==> src/rtl/dtw_pkg.sv <==
package dtw_pkg;
  localparam int NUM_CH    = 2;
  localparam int REGION_W  = 5;   // 32-byte channel region
  localparam int NARROW_W  = 16;

  typedef enum logic [2:0] {
    SEL_CTRL  = 3'd0,
    SEL_LOAD  = 3'd1,
    SEL_NEXT  = 3'd2,
    SEL_COUNT = 3'd3,
    SEL_ICLR  = 3'd4,
    SEL_RAW   = 3'd5,
    SEL_MSK   = 3'd6,
    SEL_NONE  = 3'd7
  } sel_e;

  typedef struct packed {
    logic ie;
    logic wide;
    logic single;
    logic periodic;
    logic run;
  } ctrl_t;

  localparam ctrl_t CTRL_RESET = '{ie: 1'b1, default: 1'b0};

  function automatic logic [7:0] ident_byte(input logic [2:0] idx);
    case (idx)
      3'd0: ident_byte = 8'h04;
      3'd1: ident_byte = 8'h18;
      3'd2: ident_byte = 8'h14;
      3'd3: ident_byte = 8'h00;
      3'd4: ident_byte = 8'h0D;
      3'd5: ident_byte = 8'hF0;
      3'd6: ident_byte = 8'h05;
      default: ident_byte = 8'hB1;
    endcase
  endfunction
endpackage

==> src/rtl/dtw_decode.sv <==
module dtw_decode
  import dtw_pkg::*;
#(
  parameter int ADDR_W = 12
) (
  input  logic [ADDR_W-1:0]   addr,
  output logic                ch_hit,
  output logic [$clog2(NUM_CH)-1:0] ch_idx,
  output logic [2:0]          word_sel,
  output logic                id_hit,
  output logic [2:0]          id_idx
);
  localparam int IDX_W  = $clog2(NUM_CH);
  localparam int UPPER_W = ADDR_W - REGION_W;
  localparam logic [ADDR_W-1:0] ID_BASE = ADDR_W'(12'hFE0);

  logic [UPPER_W-1:0] region;

  always_comb begin
    region   = addr[ADDR_W-1:REGION_W];
    ch_hit   = (region < UPPER_W'(NUM_CH));
    ch_idx   = addr[REGION_W +: IDX_W];
    word_sel = addr[REGION_W-1:2];
    id_hit   = (addr[ADDR_W-1:REGION_W] == ID_BASE[ADDR_W-1:REGION_W]);
    id_idx   = addr[4:2];
  end
endmodule

==> src/rtl/dtw_channel.sv <==
module dtw_channel
  import dtw_pkg::*;
#(
  parameter int DATA_W = 32
) (
  input  logic              clk,
  input  logic              rst_n,
  input  logic              tick,
  input  logic              wr_en,
  input  logic [2:0]        word_sel,
  input  logic [DATA_W-1:0] wdata,
  output logic [DATA_W-1:0] rdata,
  output logic              irq
);
  localparam int CTRL_W = $bits(ctrl_t);
  localparam logic [DATA_W-1:0] NARROW_MAX = DATA_W'({NARROW_W{1'b1}});

  ctrl_t             ctrl_q;
  logic [DATA_W-1:0] limit_q, count_q, wrap_val, dec_val;
  logic              pend_q, expire;
  sel_e              sel;

  always_comb begin
    sel      = sel_e'(word_sel);
    expire   = tick && ctrl_q.run && (count_q == '0);
    if (ctrl_q.periodic || ctrl_q.single) wrap_val = limit_q;
    else if (ctrl_q.wide)                 wrap_val = '1;
    else                                  wrap_val = NARROW_MAX;
    dec_val  = ctrl_q.wide ? (count_q - 1'b1)
                           : DATA_W'(count_q[NARROW_W-1:0] - 1'b1);
  end

  always_ff @(posedge clk) begin
    if (!rst_n) begin
      ctrl_q  <= CTRL_RESET;
      limit_q <= '0;
      count_q <= '0;
      pend_q  <= 1'b0;
    end else begin
      if (wr_en && sel == SEL_CTRL)  ctrl_q <= ctrl_t'(wdata[CTRL_W-1:0]);
      else if (expire && ctrl_q.single) ctrl_q.run <= 1'b0;

      if (wr_en && (sel == SEL_LOAD || sel == SEL_NEXT)) limit_q <= wdata;

      if (wr_en && sel == SEL_LOAD)       count_q <= wdata;
      else if (tick && ctrl_q.run)        count_q <= expire ? wrap_val : dec_val;

      if (expire)                         pend_q <= 1'b1;
      else if (wr_en && sel == SEL_ICLR)  pend_q <= 1'b0;
    end
  end

  always_comb begin
    case (sel)
      SEL_CTRL:  rdata = DATA_W'(ctrl_q);
      SEL_LOAD,
      SEL_NEXT:  rdata = limit_q;
      SEL_COUNT: rdata = count_q;
      SEL_RAW:   rdata = DATA_W'(pend_q);
      SEL_MSK:   rdata = DATA_W'(pend_q && ctrl_q.ie);
      default:   rdata = '0;
    endcase
    irq = pend_q && ctrl_q.ie;
  end
endmodule

==> src/rtl/dual_timer_window.sv <==
module dual_timer_window
  import dtw_pkg::*;
#(
  parameter int ADDR_W = 12,
  parameter int DATA_W = 32
) (
  input  logic              clk,
  input  logic              rst_n,
  input  logic [ADDR_W-1:0] addr,
  input  logic              wr_en,
  input  logic [DATA_W-1:0] wdata,
  input  logic              rd_en,
  input  logic [NUM_CH-1:0] tick_en,
  output logic [DATA_W-1:0] rdata,
  output logic              irq
);
  localparam int IDX_W = $clog2(NUM_CH);

  logic              ch_hit, id_hit;
  logic [IDX_W-1:0]  ch_idx;
  logic [2:0]        word_sel, id_idx;
  logic [DATA_W-1:0] ch_rd [NUM_CH];
  logic [NUM_CH-1:0] ch_irq;
  logic [DATA_W-1:0] rd_next;

  dtw_decode #(.ADDR_W(ADDR_W)) u_dec (
    .addr(addr), .ch_hit(ch_hit), .ch_idx(ch_idx),
    .word_sel(word_sel), .id_hit(id_hit), .id_idx(id_idx)
  );

  for (genvar i = 0; i < NUM_CH; i++) begin : g_ch
    dtw_channel #(.DATA_W(DATA_W)) u_ch (
      .clk(clk), .rst_n(rst_n), .tick(tick_en[i]),
      .wr_en(wr_en && ch_hit && (ch_idx == IDX_W'(i))),
      .word_sel(word_sel), .wdata(wdata),
      .rdata(ch_rd[i]), .irq(ch_irq[i])
    );
  end

  always_comb begin
    if (ch_hit)      rd_next = ch_rd[ch_idx];
    else if (id_hit) rd_next = DATA_W'(ident_byte(id_idx));
    else             rd_next = '0;
  end

  always_ff @(posedge clk) begin
    if (!rst_n)     rdata <= '0;
    else if (rd_en) rdata <= rd_next;
  end

  assign irq = |ch_irq;
endmodule

==> config.mk <==
export PLATFORM = sky130hd
export DESIGN_NAME = dual_timer_window
export DESIGN_NICKNAME = d
export VERILOG_FILES = /design/src/rtl/dtw_pkg.sv /design/src/rtl/dtw_decode.sv /design/src/rtl/dtw_channel.sv /design/src/rtl/dual_timer_window.sv
export SDC_FILE = /design/constraint.sdc
export NUM_CORES = 1
export LEC_CHECK = 0
export BUFFER_PORTS_ARGS = -buffer_cell sky130_fd_sc_hd__buf_2
export CORE_AREA = 2 2 148 150
export DETAILED_ROUTE_END_ITERATION = 12
export DIE_AREA = 0 0 150 152
export PLACE_DENSITY = 0.71
export REMOVE_ABC_BUFFERS = 1
export SYNTH_ARGS = -nofsm -noshare
export SYNTH_HDL_FRONTEND = slang
export SYNTH_HIERARCHICAL = 1
export SYNTH_SLANG_ARGS = --single-unit
==> constraint.sdc <==
create_clock -name clk -period 2.9 [get_ports clk]
set_clock_uncertainty 0.1 [all_clocks]
set_input_delay 0.435 -clock clk [delete_from_list [all_inputs] [get_ports clk]]
set_output_delay 0.435 -clock clk [all_outputs]
set_load 0.05 [all_outputs]
==> run metrics <==
antenna violations before repair 1; FILL cells 2012; mapped cell area 0.0106 sq mm; worst setup path start g_ch[0].u_ch/count_q[24]; Chip Height 152 um; die area 0.0228 sq mm; Data required, critical path 3.13 ns; Vias 10900; sequential-to-total area share from yosys stat 32.5%; GR Overflow Total 0; Post-synth ARST share 0%; peak supply drop 0.000396 V; HPWL Detailed 24500 um; Layout area overhead 13.5%; largest net degree at the start of global routing 85; Yosys reg bits 172; synth unique cells 81; io pins 83; Placed Cells 1696; worst skew pair latency 0.44 ns; Final TNS setup 0 ns; Antenna Nets Post-Route 0; IO Port Bufs 80; Setup violations, final 0; Syn Area/Cell 7.68 sq um; Tot GR Track Use 30.4%; chip width 150 um; Register-to-Register Path Depth 6; Final period util 95.4%; first-pass GRT wire length 54800 um; Yosys warnings 6; Slew Viols, Final 0; largest area contributor in the netlist dfxtp_1; most frequent cell after synthesis nand2_1; Max Cap Viol 0; total wire length 35300 um; cell row count 54; worst r2r src g_ch[0].u_ch/count_q[24]; crit end category flop; Synth area leaders dfxtp_1, nand2_1, a21oi_1; Hold Path Sink g_ch[0].u_ch/limit_q[10]; status finished clean; post-route insts no fill 1730; Post-CTS Resized 0; clock slew at reported path FFs 0.06 ns; Via density 6.33; cts bufs inserted 17; RSZ-0062 raised after global routing no; CTS tree yes; Relative slew margins 37.2%; RR Endpoint g_ch[0].u_ch/count_q[19]; Post-CTS Hold Buffers 0; CP Launch Type flop; share of cells above drive strength 1 16.4%; Mapped Cells 1379; DR WL/cell 20.4 um; core area 0.0214 sq mm; Hold Path Stages 3; Final min period 2.77 ns; Tightest Pin Transition 0.940 ns; Post-synth EDFFs 0; Fin Hold WS 0.201 ns; Worst Setup Path Type flop to flop; initial DRC count 912; Final Wtd Congestion 0.951; P_leak 4.86 nW; Clock Tree Root clkbuf_16; Nets 1488; total power 5.11 mW; CP Data Arrival Time 3.00 ns; vias in the first global route 9953; # DRC 0; setup repair bufs after CTS 0; Hold Fails Final Rpt 0; CTS H-tree lvls 4; Achievable Freq 0.361 GHz; critical hold path startpoint wdata[10]; CTS Buffer Depth 2; power per cell area 425 mW/mm^2; drt pass-1 iters 6; Post-synth top cells nand2_1, dfxtp_1, a21oi_1; register area 0.00344 sq mm; area of the multi-input gates 0.00643 sq mm; initial core utilization 49.6%; top_reg_cell synth dfxtp_1; type of the tightest min-delay check primary input to flop; crit-path max FO 8; CTS sink cnt 172; reg-to-reg slack, setup 0.13 ns; Yosys top cell area share 32.5%
==> power by group <==
part	switching, mW	internal, mW
clock network	0.983	1.38
registers	0.00744	2.37
logic	0.253	0.114
==> worst max-delay path, stage by stage, from the launching register on <==
cell and delay, ns:
dfxtp_1 0.37, or3_1 0.40, or4_1 0.56, o31a_1 0.42
nor3_4 0.39, a21oi_1 0.10, o32ai_1 0.32
==> stage by stage <==
step | utilization [%] | instance area, sq um | worst slack [ns]
after floorplan | - | 9990 | -2.98
after global placement | 53.4 | 11400 | -0.0175
after global routing | 56.3 | 12000 | 0.00104
after detailed placement | 53.4 | 11400 | -0.0702
final | 56.3 | 12000 | 0.133
after CTS | 56.2 | 12000 | 0.0997
==> cell usage in the layout (no fill, tap or decap), types with 7 or more instances in the layout <==
cell       instances
a21boi_0          35
a21oi_1          136
a222oi_1          10
a22o_1            53
a31oi_1           14
and2_1            35
and3_1            27
buf_12             7
buf_2             80
buf_4             69
clkbuf_16         17
dfxtp_1          172
inv_1             34
mux2i_1           32
nand2_1          250
nand3_1           43
nand4_1           10
nor2_1            62
nor3_1            28
nor4_1            20
o211ai_1           9
o21ai_0           42
o22ai_1           30
o31ai_1           21
o32ai_1           19
or3_1             14
xnor2_1           13
xor2_1            32
==> logic make-up after synthesis <==
| logic type | Yosys count | synth area share (%) |
|---|---|---|
| AOI/OAI and AO/OA | 412 | 26.2 |
| xor gates and xnor gates | 45 | 3.72 |
| adders and majority gates | 2 | 0.236 |
| buffers and inverters | 153 | 6.89 |
| DFF | 172 | 32.5 |
| muxes | 40 | 3.91 |
| and+or+nand+nor | 555 | 26.5 |
==> worst max path at each step <==
stage                                     endpoint  slack, ns  cells past startpoint
after CTS                 g_ch[1].u_ch/count_q[21]        0.1                      8
after floorplan           g_ch[0].u_ch/count_q[28]      -2.98                      9
after global routing      g_ch[0].u_ch/count_q[29]      0.001                      6
after global placement    g_ch[0].u_ch/count_q[28]      -0.02                     11
final                     g_ch[0].u_ch/count_q[19]       0.13                      6
after detailed placement  g_ch[0].u_ch/count_q[28]      -0.07                     11
==> sequential cells by signal (all words and copies together) (netlist names) <==
register,cells
rdata,32
g_ch.u_ch/count_q,64
g_ch.u_ch/pend_q,2
g_ch.u_ch/limit_q,64
g_ch.u_ch/ctrl_q,10
==> per-layer routing <==
| layer | global-route usage, % | part of all wire [%] | up-vias |
|---|---|---|---|
| li1 | - | - | 5101 |
| met1 | 41.7 | 42 | 5199 |
| met2 | 46.9 | 45 | 563 |
| met3 | 5.44 | 8.2 | 80 |
| met4 | 12.7 | 4.2 | 0 |
| met5 | 0 | 0 | - |
==> cell type report <==
class                      instances  area share [%]
antenna                            1          0.0208
sequential                       172            28.7
tap                              280            2.92
multi-input combinational       1054            53.5
clock inverter                     9           0.895
clock buffer                      23            4.14
inverter                          35            1.09
timing repair buffer             156            8.81
Power figures use the tool's default switching activity.
